[src/rtl/mseq_pkg.sv]
package mseq_pkg;

    typedef enum logic [1:0] {
        SEL_DIRECT = 2'd0,
        SEL_FLAG   = 2'd1,
        SEL_OP_HI  = 2'd2,
        SEL_OP_LO  = 2'd3
    } sel_e;

    typedef enum logic {
        ST_RUN  = 1'b0,
        ST_HALT = 1'b1
    } seq_state_e;

endpackage

[src/rtl/mseq_addr_mux.sv]
module mseq_addr_mux
    import mseq_pkg::*;
#(
    parameter int AW  = 9,
    parameter int IRW = 8,
    parameter int TW  = 2
) (
    input  logic [AW-1:0]      base,
    input  logic [1:0]         cond,
    input  logic [TW-1:0]      tsel,
    input  logic [(1<<TW)-1:0] flags,
    input  logic [IRW-1:0]     opcode,
    output logic [AW-1:0]      target
);
    localparam int NIB = IRW / 2;

    logic [NIB-1:0] op_hi;
    logic [NIB-1:0] op_lo;
    logic           pick;

    assign op_hi = opcode[IRW-1:NIB];
    assign op_lo = opcode[NIB-1:0];
    assign pick  = flags[tsel];

    always_comb begin
        unique case (sel_e'(cond))
            SEL_DIRECT: target = base;
            SEL_FLAG:   target = {base[AW-1:1], pick};
            SEL_OP_HI:  target = {base[AW-1:NIB], op_hi};
            SEL_OP_LO:  target = {base[AW-1:NIB], op_lo};
            default:    target = base;
        endcase
    end
endmodule

[src/rtl/mseq_halt_decode.sv]
module mseq_halt_decode #(
    parameter int AW = 9,
    parameter int TW = 2
) (
    input  logic [AW-1:0] base,
    input  logic [1:0]    cond,
    input  logic [TW-1:0] tsel,
    output logic          marker
);
    always_comb begin
        marker = (&base) && (&cond) && (&tsel);
    end
endmodule

[src/rtl/mseq_ctrl.sv]
module mseq_ctrl
    import mseq_pkg::*;
(
    input  logic clk,
    input  logic rst_n,
    input  logic run_en,
    input  logic marker,
    output logic load,
    output logic halted
);
    seq_state_e state_q;
    seq_state_e state_d;

    always_ff @(posedge clk or negedge rst_n) begin
        if (!rst_n) state_q <= ST_RUN;
        else        state_q <= state_d;
    end

    always_comb begin
        state_d = state_q;
        unique case (state_q)
            ST_RUN:  if (run_en && marker) state_d = ST_HALT;
            ST_HALT: state_d = ST_HALT;
            default: state_d = ST_RUN;
        endcase
    end

    always_comb begin
        load   = 1'b0;
        halted = 1'b0;
        unique case (state_q)
            ST_RUN:  load = run_en && !marker;
            ST_HALT: halted = 1'b1;
            default: begin
                load   = 1'b0;
                halted = 1'b0;
            end
        endcase
    end
endmodule

[src/rtl/mseq_sequencer.sv]
module mseq_sequencer #(
    parameter int AW  = 9,
    parameter int IRW = 8,
    parameter int TW  = 2
) (
    input  logic           clk,
    input  logic           rst_n,
    input  logic           run_en,
    input  logic [AW-1:0]  addr_fld,
    input  logic [1:0]     cond_fld,
    input  logic [TW-1:0]  test_fld,
    input  logic           flag_n,
    input  logic           flag_z,
    input  logic           flag_v,
    input  logic           flag_c,
    input  logic [IRW-1:0] ir,
    output logic [AW-1:0]  upc,
    output logic           halted
);
    localparam int NFLAG = 1 << TW;

    logic [NFLAG-1:0] flag_vec;
    logic [AW-1:0]    target;
    logic             marker;
    logic             load;
    logic [AW-1:0]    upc_q;

    // Flag order follows the test-select encoding: N, Z, V, C.
    assign flag_vec = NFLAG'({flag_c, flag_v, flag_z, flag_n});

    mseq_addr_mux #(.AW(AW), .IRW(IRW), .TW(TW)) u_mux (
        .base   (addr_fld),
        .cond   (cond_fld),
        .tsel   (test_fld),
        .flags  (flag_vec),
        .opcode (ir),
        .target (target)
    );

    mseq_halt_decode #(.AW(AW), .TW(TW)) u_halt (
        .base   (addr_fld),
        .cond   (cond_fld),
        .tsel   (test_fld),
        .marker (marker)
    );

    mseq_ctrl u_ctrl (
        .clk    (clk),
        .rst_n  (rst_n),
        .run_en (run_en),
        .marker (marker),
        .load   (load),
        .halted (halted)
    );

    always_ff @(posedge clk or negedge rst_n) begin
        if (!rst_n)    upc_q <= '0;
        else if (load) upc_q <= target;
    end

    assign upc = upc_q;
endmodule

[config.mk]
export PLATFORM = sky130hd
export DESIGN_NAME = mseq_sequencer
export DESIGN_NICKNAME = d
export VERILOG_FILES = /design/src/rtl/mseq_pkg.sv /design/src/rtl/mseq_addr_mux.sv /design/src/rtl/mseq_halt_decode.sv /design/src/rtl/mseq_ctrl.sv /design/src/rtl/mseq_sequencer.sv
export SDC_FILE = /design/constraint.sdc
export NUM_CORES = 1
export LEC_CHECK = 0
export BUFFER_PORTS_ARGS = -buffer_cell sky130_fd_sc_hd__buf_2
export CAP_MARGIN = 10
export CORE_MARGIN = 10
export CORE_UTILIZATION = 40
export CTS_CLUSTER_DIAMETER = 150
export DETAILED_ROUTE_END_ITERATION = 12
export PLACE_DENSITY = 0.83
export SYNTH_ARGS = -nofsm -noshare
export SYNTH_HDL_FRONTEND = slang
export SYNTH_SLANG_ARGS = --single-unit
[constraint.sdc]
create_clock -name clk -period 1.4 [get_ports clk]
set_input_delay 0.07 -clock clk [delete_from_list [all_inputs] [get_ports clk]]
set_output_delay 0.07 -clock clk [all_outputs]
set_load 0.02 [all_outputs]
* After elaboration in Yosys (flattened, before gate mapping)
Index checks and enable logic that the tools add are counted.
** Storage, ports and cells
- Bits in registers :: 10
- Bits of input ports :: 28
** Cells by class
- Magnitude comparators :: 1
- Equal/unequal tests :: 3
- Muxes and demuxes :: 7
- Bitwise gates (word level) :: 1
- Reduce and logical (&&, ||, !) cells :: 9
** Operator list (count)
- $pmux W9 S4 :: 1
- $reduce_and A9 Y1 :: 1
- $eq A2 B2 Y1 const B :: 2
- $logic_and A1 B1 Y1 :: 4
- $mux W1 :: 4
- $reduce_and A2 Y1 :: 2
- $lt A2 B3 Y1 const B :: 1
- $bmux W1 S2 :: 1
- $eq A2 B1 Y1 const B :: 1
- $logic_not A2 Y1 :: 1
- $pmux W1 S2 :: 1
- $logic_not A1 Y1 :: 1
- $not A1 Y1 :: 1

* Longest topological paths before layout
- Depth in word-level cells :: 6
- Depth in mapped cells :: 6

* Modules after synthesis
A second synthesis with hierarchy kept.
** Second synthesis, totals
- Cell total of the unflattened synthesis :: 43
- Area total of the unflattened synthesis :: 589.3 sq um
** Modules (own cells, without submodules)
- mseq_sequencer :: times used 1, cells each 19, area an instance 371.6 sq um
- mseq_addr_mux :: times used 1, cells each 16, area an instance 138.9 sq um
- mseq_ctrl :: times used 1, cells each 3, area an instance 45.0 sq um
- mseq_halt_decode :: times used 1, cells each 5, area an instance 33.8 sq um

* Least setup slack after synthesis
Ideal clock, no wire load.
- Kind :: reg-to-reg
- Start point :: register u_ctrl.state_q
- End point :: register upc_q[0], in the netlist upc[0]
- Data arrival time :: 1.185 ns
- Data required time :: 1.275 ns
- Path slack :: 0.090 ns
- Cell stages (with the launch flop) :: 4
- Buffers on the path :: 1
- Clock period less this slack :: 1.310 ns
- Cells stage by stage :: dfrtp_1 nor3b_1 buf_6 mux2_4
** On the way
- Longest elaborated chain between the ends :: 1
** Ends and longest elaborated chain
- start: declaration :: RTL line mseq_ctrl.sv:11 : seq_state_e state_q;
- start signal: assignment :: RTL line mseq_ctrl.sv:16 : else state_q <= state_d;
- $mux W1 :: RTL line mseq_ctrl.sv:31 : unique case (state_q)
- end signal: assignment :: RTL line mseq_sequencer.sv:58 : else if (load) upc_q <= target;
- end: declaration :: RTL line mseq_sequencer.sv:26 : logic [AW-1:0] upc_q;
No other way between the ends.
A chain may end at the register's enable or synchronous reset.

* Worst setup path after layout
- Start point :: register u_ctrl.state_q
- End point :: register upc_q[6], in the netlist upc[6]
Same word-level chain as after synthesis.

==> flow_summary.json <==
{
  "slew_viol_final": 0,
  "synth_nets": 74,
  "status": "completed",
  "syn_to_final_growth_pct": 47.1,
  "clockBufferDepth": 2,
  "worst_r2r_path_depth": 3,
  "placed_area_um2": 808,
  "r2r-start": "u_ctrl.state_q$_DFF_PN0_",
  "grt_pass1_wl_um": 2730,
  "drtIter0Drc": 11,
  "clk-insertion-delay-late_ps": 270,
  "dieWidth_um": 58.6,
  "path_clk_slew_ps": 70,
  "grt_usage_pct": 10.1,
  "yosysUniqueCellTypes": 17,
  "hold_viol": 0,
  "fp.coreArea_mm2": 0.00135,
  "ant_nets": 0,
  "synthCells": 46,
  "design_area_um2": 876,
  "cp_max_fo": 5,
  "cp-end-kind": "register",
  "gr-total-overflow": 0,
  "initial_core_util_pct": 44.1,
  "root_buffer": "clkbuf_4",
  "synth_seq_cells": 10,
  "layout-drive-gt1-share_pct": 68.1,
  "dp_hpwl_um": 1460,
  "avgRoutedWirePerCell_um": 16.5,
  "post-route-drc-count": 0,
  "rows": 13,
  "cts_buffers": 3,
  "htree_levels": 1,
  "whs_path_depth": 2,
  "drv_cap": 0,
  "yosys_warnings": 0,
  "pin_count": 38,
  "grt_pass1_vias": 579,
  "synth.top_cell.area_share_pct": 42.0,
  "synth_area_per_cell_um2": 12.9,
  "dp_cells": 99,
  "rsz0062_at_grt": "false",
  "mostFrequentLayoutCells": "buf_2 (37), dfrtp_1 (10), mux2_4 (9)",
  "synth.area.top_cells": "dfrtp_1 (42%), mux2_4 (23%), mux2i_1 (6.7%), buf_6 (3.8%), mux2_2 (3.8%)",
  "mostFrequentLayoutCell": "buf_2",
  "die_area_mm2": 0.00343,
  "final.setup.tns_ps": 0,
  "cp.required_ps": 1560,
  "antenna_found_initial": 0,
  "die_y_um": 58.6,
  "peakVddDrop_mv": 0.642,
  "p_leak_uw": 0.000480,
  "diodes": 0,
  "worstPathArrival_ps": 1370,
  "fin_crit_ps": 1210,
  "port-buffer-count": 37,
  "period_share_pct": 86.5,
  "p_per_area_mw_per_mm2": 955,
  "cts_num_sinks": 10,
  "syn_area_um2": 596,
  "fmax_ghz": 0.826,
  "yosys.area.top_type": "dfrtp_1",
  "crit_type": "register to register",
  "cp-startpoint": "u_ctrl.state_q$_DFF_PN0_",
  "gp_congestion": 0.720,
  "yosysSeqAreaShare_pct": 42.0,
  "fillers": 107,
  "timing.clock.skew_ps": 0.969,
  "hold_start": "run_en",
  "setup.worst_path.start_class": "register",
  "hold_class": "primary input to register",
  "grt_max_degree": 11,
  "totalWireLength_um": 1740,
  "firstDrtPassIters": 4,
  "vias_per_cell": 5.03,
  "fin_cells": 106,
  "fin_nets": 120,
  "worst_slew_pin_slew_ps": 362,
  "finalSetupViolCount": 0,
  "cts_tree": "yes",
  "slew_headroom_pct": 75.6,
  "finalPower_uw": 836,
  "num_vias": 533
}
power breakdown:
part           switching [µW]  leakage (µW)  internal (µW)  total [µW]
logic                     113      0.000341            123         236
clock network             106     0.0000210            158         264
registers                16.4      0.000119            320         336
critical path, cell delays in order (launching register included):
cell and delay [ps]:
dfrtp_1 410, nor3b_4 190, buf_4 190, mux2_4 310
state kept, by name, summed over array words and instances (netlist names):
name / count
u_ctrl.state_q: 1
upc: 9
synth_stat cells (all sizes together):
| library cell | n |
|---|---|
| a21o | 1 |
| a21oi | 3 |
| a22oi | 1 |
| buf | 2 |
| clkbuf | 1 |
| dfrtp | 10 |
| mux2 | 11 |
| mux2i | 4 |
| nand2 | 1 |
| nand3 | 2 |
| nand4 | 2 |
| nor2 | 5 |
| nor3b | 1 |
| nor4 | 1 |
| o311ai | 1 |
final cells by class:
class,count,area (µm²),share of cell area (%)
well taps,15,18.8,2.14
multi-input cells,33,330,37.7
flip-flops and latches,10,250,28.6
repair buffers,44,240,27.4
clock buffers,4,36.3,4.14
stage by stage:
| stage | utilization (%) | worst slack (ps) | hold slack [ps] |
|---|---|---|---|
| final | 64.9 | 189 | 45.5 |
| after global routing | 64.9 | 124 | 39.3 |
| after CTS | 64.9 | 191 | 33.2 |
| after detailed placement | 59.9 | -295 | -63.8 |
| after global placement | 59.9 | -189 | -64.6 |
| after floorplan | - | 89.6 | -226 |
routing by layer:
metal / routed length (µm) / vias up / GRT usage, %
li1: - / 258 / -
met1: 607 / 252 / 9.55
met2: 913 / 21 / 17.5
met4: 23 / 0 / 4.92
met3: 200 / 2 / 5.58
met5: 0 / - / 0
cells by family (layout without fill, tap and decap cells):
| logic type | count (synthesis) | count (layout) | synth area share, % |
|---|---|---|---|
| AND/OR/NAND/NOR | 12 | 12 | 13.9 |
| buffers and inverters | 3 | 48 | 4.41 |
| AO/OA/AOI/OAI | 6 | 6 | 6.51 |
| multiplexers | 15 | 15 | 33.2 |
| flip-flops | 10 | 10 | 42.0 |
repair_timing:
item | CTS | global route
setup endpoints to repair | 9 | 0
resized for setup | 1 | 0
setup buffers | 2 | 0
hold buffers | 1 | 0
hold endpoints to repair | 10 | 0
path summary, 6_finish.rpt:
| check | endpoint | slack, ps |
|---|---|---|
| worst max-delay path | upc[6]$_DFFE_PN0P_ | 190 |
| worst min-delay path | u_ctrl.state_q$_DFF_PN0_ | 50 |
| worst max register to register | upc[6]$_DFFE_PN0P_ | 190 |
| worst min register to register | upc[4]$_DFFE_PN0P_ | 510 |
| max in group asynchronous | upc[0]$_DFFE_PN0P_ | 1020 |
| min in group asynchronous | upc[1]$_DFFE_PN0P_ | 190 |
No activity file was read; power rests on OpenSTA's default activity.
